`src/rtl/dither_pkg.sv`:
```
`timescale 1ns/1ps
package dither_pkg;
    localparam int DAC_W     = 8;
    localparam int EXTRA_MAX = 4;
    localparam int CODE_W    = DAC_W + EXTRA_MAX;
    localparam int SEL_W     = $clog2(EXTRA_MAX);

    typedef logic [DAC_W-1:0]     dac_t;
    typedef logic [EXTRA_MAX-1:0] frac_t;
    typedef logic [CODE_W-1:0]    code_t;
    typedef logic [SEL_W-1:0]     sel_t;

    typedef struct packed {
        dac_t  base;
        frac_t frac;
        sel_t  sel;
    } setting_t;

    // All-ones mask of N = sel+1 bits
    function automatic frac_t period_mask(input sel_t sel);
        logic [EXTRA_MAX:0] wide;
        wide = ((EXTRA_MAX+1)'(1) << (int'(sel) + 1)) - (EXTRA_MAX+1)'(1);
        return wide[EXTRA_MAX-1:0];
    endfunction

    function automatic setting_t split_code(input code_t c, input sel_t sel);
        setting_t s;
        code_t    m;
        m      = (code_t'(1) << (int'(sel) + 1)) - code_t'(1);
        s.base = dac_t'(c >> (int'(sel) + 1));
        s.frac = frac_t'(c & m);
        s.sel  = sel;
        return s;
    endfunction
endpackage

```
`src/rtl/dither_setting_hold.sv`:
```
`timescale 1ns/1ps
module dither_setting_hold
    import dither_pkg::*;
(
    input  logic     clk,
    input  logic     rst,
    input  code_t    code_in,
    input  sel_t     res_sel,
    input  logic     slot_en,
    input  logic     boundary,
    output setting_t active,
    output setting_t held
);
    setting_t fresh;

    always_comb begin
        fresh  = split_code(code_in, res_sel);
        active = boundary ? fresh : held;
    end

    always_ff @(posedge clk) begin
        if (rst)
            held <= '0;
        else if (slot_en && boundary)
            held <= fresh;
    end

    // the held setting changes only at a period start
    a_r8_latch_at_boundary: assert property (@(posedge clk) disable iff (rst)
        !(slot_en && boundary) |=> $stable(held));
endmodule

```
`src/rtl/dither_slot_timer.sv`:
```
`timescale 1ns/1ps
module dither_slot_timer
    import dither_pkg::*;
(
    input  logic  clk,
    input  logic  rst,
    input  logic  slot_en,
    input  frac_t active_mask,
    input  frac_t held_mask,
    output logic  boundary
);
    frac_t pos;

    assign boundary = (pos == '0);

    always_ff @(posedge clk) begin
        if (rst)
            pos <= '0;
        else if (slot_en)
            pos <= (pos + frac_t'(1)) & active_mask;
    end

    // slot position stays inside the period of the held setting
    a_r9_pos_in_period: assert property (@(posedge clk) disable iff (rst)
        (pos & ~held_mask) == '0);
endmodule

```
`src/rtl/dither_err_accum.sv`:
```
`timescale 1ns/1ps
module dither_err_accum
    import dither_pkg::*;
(
    input  logic  clk,
    input  logic  rst,
    input  logic  slot_en,
    input  logic  boundary,
    input  frac_t frac,
    input  frac_t mask,
    output logic  carry
);
    frac_t              acc;
    logic [EXTRA_MAX:0] sum;

    always_comb begin
        sum   = {1'b0, (boundary ? frac_t'(0) : acc)} + {1'b0, frac};
        carry = sum > {1'b0, mask};
    end

    always_ff @(posedge clk) begin
        if (rst)
            acc <= '0;
        else if (slot_en)
            acc <= sum[EXTRA_MAX-1:0] & mask;
    end

    // first slot of a period never carries
    a_r6_first_slot_base: assert property (@(posedge clk) disable iff (rst)
        boundary |-> !carry);
endmodule

```
`src/rtl/dither_dac_ext.sv`:
```
`timescale 1ns/1ps
module dither_dac_ext
    import dither_pkg::*;
(
    input  logic                 clk,
    input  logic                 rst,
    input  logic [CODE_W-1:0]    code_in,
    input  logic [SEL_W-1:0]     res_sel,
    input  logic                 slot_en,
    output logic [DAC_W-1:0]     dac_code
);
    setting_t active;
    setting_t held;
    logic     boundary;
    logic     carry;
    frac_t    active_mask;
    frac_t    held_mask;

    assign active_mask = period_mask(active.sel);
    assign held_mask   = period_mask(held.sel);

    dither_setting_hold u_hold (
        .clk      (clk),
        .rst      (rst),
        .code_in  (code_in),
        .res_sel  (res_sel),
        .slot_en  (slot_en),
        .boundary (boundary),
        .active   (active),
        .held     (held)
    );

    dither_slot_timer u_timer (
        .clk         (clk),
        .rst         (rst),
        .slot_en     (slot_en),
        .active_mask (active_mask),
        .held_mask   (held_mask),
        .boundary    (boundary)
    );

    dither_err_accum u_accum (
        .clk      (clk),
        .rst      (rst),
        .slot_en  (slot_en),
        .boundary (boundary),
        .frac     (active.frac),
        .mask     (active_mask),
        .carry    (carry)
    );

    always_ff @(posedge clk) begin
        if (rst)
            dac_code <= '0;
        else if (slot_en)
            dac_code <= (carry && active.base != '1) ? active.base + dac_t'(1) : active.base;
    end

    // output holds between slots
    a_r2_hold_idle: assert property (@(posedge clk) disable iff (rst)
        !slot_en |=> $stable(dac_code));

    // output is base or base+1
    a_r3_adjacent_code: assert property (@(posedge clk) disable iff (rst)
        slot_en |=> (dac_code == $past(active.base)) ||
                    (dac_code == $past(active.base) + dac_t'(1)));

    // no wrap at the top code
    a_r7_no_wrap: assert property (@(posedge clk) disable iff (rst)
        (slot_en && active.base == '1) |=> dac_code == '1);
endmodule

```
`config.mk`:
```
export PLATFORM = sky130hd
export DESIGN_NAME = dither_dac_ext
export DESIGN_NICKNAME = d
export VERILOG_FILES = /design/src/rtl/dither_pkg.sv /design/src/rtl/dither_setting_hold.sv /design/src/rtl/dither_slot_timer.sv /design/src/rtl/dither_err_accum.sv /design/src/rtl/dither_dac_ext.sv
export SDC_FILE = /design/constraint.sdc
export NUM_CORES = 1
export LEC_CHECK = 0
export BUFFER_PORTS_ARGS = -buffer_cell sky130_fd_sc_hd__buf_4
export CAP_MARGIN = 20
export CORE_UTILIZATION = 55
export DETAILED_ROUTE_END_ITERATION = 7
export GPL_ROUTABILITY_DRIVEN = 0
export GPL_TIMING_DRIVEN = 0
export PLACE_DENSITY_LB_ADDON = 0.08
export SYNTH_ARGS = -nofsm -noshare
export SYNTH_HDL_FRONTEND = slang
export SYNTH_HIERARCHICAL = 1
export SYNTH_SLANG_ARGS = --single-unit
```
`constraint.sdc`:
```
create_clock -name clk -period 5.38 [get_ports clk]
set_input_delay 0.538 -clock clk [delete_from_list [all_inputs] [get_ports clk]]
set_output_delay 0.538 -clock clk [all_outputs]
set_load 0.02 [all_outputs]
```
==> results.json <==
{
  "holdCritStartpoint": "u_hold/held[4]$_SDFFE_PP0P_",
  "min_path_type": "reg2reg",
  "min_to": "u_hold/held[4]$_SDFFE_PP0P_",
  "drtIter0Drc": 111,
  "min_path_cells": 2,
  "dieArea_sq_um": 3980,
  "total_power_uw": 634,
  "ant_nets": 0,
  "fin_crit_sh": 0.873,
  "setup_viol": 0,
  "ctsHtreeMaxLevel": 2,
  "grt_overflow": 0,
  "p_int_uw": 452,
  "synthCells": 235,
  "fill_cells": 316,
  "tns_ns": 0,
  "core.rowCount": 21,
  "insertion_delay_ns": 0.29,
  "grt_pass1_vias": 1817,
  "tightest_slew_ns": 0.761,
  "seqPwrFrac": 0.386,
  "status": "finished, final reports clean",
  "num_vias": 1782,
  "root_buffer": "clkbuf_8",
  "r2r_cells": 17,
  "drc": 0,
  "path_max_fanout": 10,
  "port_buffers": 22,
  "gr-usage-all-layers": 0.250,
  "fmax_ghz": 0.213,
  "start_kind": "register",
  "grt_setup_unrepaired": "false",
  "preCtsSetupSlack_ns": 0.672,
  "drt_wl_total_mm": 4.41,
  "reg2reg_from": "u_timer/pos[0]$_SDFFE_PP0P_",
  "path_class": "reg2reg",
  "cts_tree": "yes",
  "drv_slew": 0,
  "grt_max_degree": 17,
  "skew_ns": 0.00681,
  "reg2reg_slack_ns": 0.68,
  "final-hold-violation-count": 0,
  "clock_sinks": 30,
  "drive_gt1_frac": 0.195,
  "p_comb_frac": 0.245,
  "crit_required_ns": 5.56,
  "grt.busiest_layer": "met2",
  "cts_resized": 0,
  "initial_utilization": 0.592,
  "synth_area_sq_um": 2050,
  "yosys_warnings": 6,
  "die_y_um": 63.1,
  "cts_buffer_depth": 2,
  "arrival_ns": 4.88,
  "drv_cap": 0,
  "grt_use_met3": 0.0489,
  "grt_use_met1": 0.294,
  "powerDensity_nw_per_um2": 265,
  "nNetsFinal": 299,
  "ir_drop_uv": 245,
  "antenna_cells": 0,
  "crit_path_end_kind": "register",
  "post_cts_buffers": 0,
  "wl_per_cell_um": 14.1,
  "path_clk_slew_ns": 0.06,
  "dpl.hpwl_mm": 3.19,
  "p_leak_uw": 0.00104,
  "io_pins": 25,
  "r2r_end": "dac_code[7]$_SDFFE_PP0P_",
  "via_per_inst": 5.71,
  "drt_pass1_iterations": 4,
  "period_minus_slack_ns": 4.70,
  "cts_made_buffers": 5,
  "switching_share": 0.288,
  "slew_headroom": 0.492,
  "ctsHoldBuffers": 0,
  "antenna_found_initial": 0,
  "area_growth_pct": 16.7,
  "startpoint": "u_timer/pos[0]$_SDFFE_PP0P_",
  "fin_ws_ns": 0.684,
  "core_area_sq_um": 3470,
  "grt_pass1_wl_mm": 7.88,
  "grt_use_met2": 0.448,
  "netSwitchingPower_uw": 183,
  "avgSynthCellArea_sq_um": 8.74,
  "dieWidth_um": 63.1,
  "clkPwrFrac": 0.369,
  "multi_input_area_sq_um": 1320,
  "ff_latch_area_sq_um": 601
}
-- cells in the final DEF, fill, tap and decap left out, types with 6 or more instances in the layout --
cell,count
nand2_1,18
o221ai_1,16
mux2i_1,16
dfxtp_1,30
nand2b_1,14
nand3_1,8
o21ai_0,6
nor2_1,10
a211oi_1,6
buf_4,24
ha_1,15
a21oi_1,12
nand3b_1,9
inv_1,15
clkbuf_8,6
-- per-layer routing --
metal,share of wire,up-vias
met5,0,-
met4,0.013,0
met3,0.036,7
met2,0.48,30
met1,0.47,833
li1,-,912
-- power groups by stage --
stage | sequential, uW | combinational (uW) | clock (uW)
detailed placement | 250 | 155 | 0
CTS | 245 | 156 | 236
global route | 247 | 173 | 247
floorplan | 255 | 104 | 0
global placement | 249 | 152 | 0
finish | 245 | 156 | 234
-- worst max-delay path, cell delays in order, from the launching register on --
cell,delay (ns)
dfxtp_1,0.33
inv_1,0.08
ha_1,0.13
nor3b_1,0.63
buf_4,0.28
buf_2,0.24
mux2_2,0.38
ha_1,0.31
a21o_1,0.17
a21oi_1,0.17
xnor2_1,0.17
ha_1,0.28
o22a_1,0.21
a221o_1,0.45
and4_4,0.24
nand3_2,0.09
a211oi_1,0.07
a2111oi_2,0.35
-- sequential cells by signal (all words and copies together), names as in the netlist --
signal	count
u_timer/pos	4
u_accum/acc	4
u_hold/held	14
dac_code	8
-- area by class of cell --
class / count / area share
Tap cell: 46 / 0.0240
Sequential cell: 30 / 0.251
Multi-Input combinational cell: 177 / 0.550
Clock inverter: 1 / 0.0125
Timing Repair Buffer: 22 / 0.0689
Buffer: 15 / 0.0355
Clock buffer: 6 / 0.0345
Inverter: 15 / 0.0235
-- through the flow --
step / area, sq um / std cells / util / hold slack [ns]
3_3_place_gp: 2280 / 305 / 0.658 / 0.443
4_1_cts: 2400 / 312 / 0.691 / 0.457
6_report: 2400 / 312 / 0.691 / 0.453
3_5_place_dp: 2280 / 305 / 0.658 / 0.449
5_1_grt: 2400 / 312 / 0.691 / 0.487
2_1_floorplan: 2060 / 237 / - / 0.434
-- worst max-delay path by stage --
stage                                    end  cells past startpoint  slack, ns
floorplan           dac_code[7]$_SDFFE_PP0P_                     17       1.34
global placement    dac_code[7]$_SDFFE_PP0P_                     17       0.71
finish              dac_code[7]$_SDFFE_PP0P_                     17       0.68
detailed placement  dac_code[7]$_SDFFE_PP0P_                     17       0.67
CTS                 dac_code[7]$_SDFFE_PP0P_                     17       0.64
global route        dac_code[7]$_SDFFE_PP0P_                     17       0.39
Power figures use the tool's default switching activity.
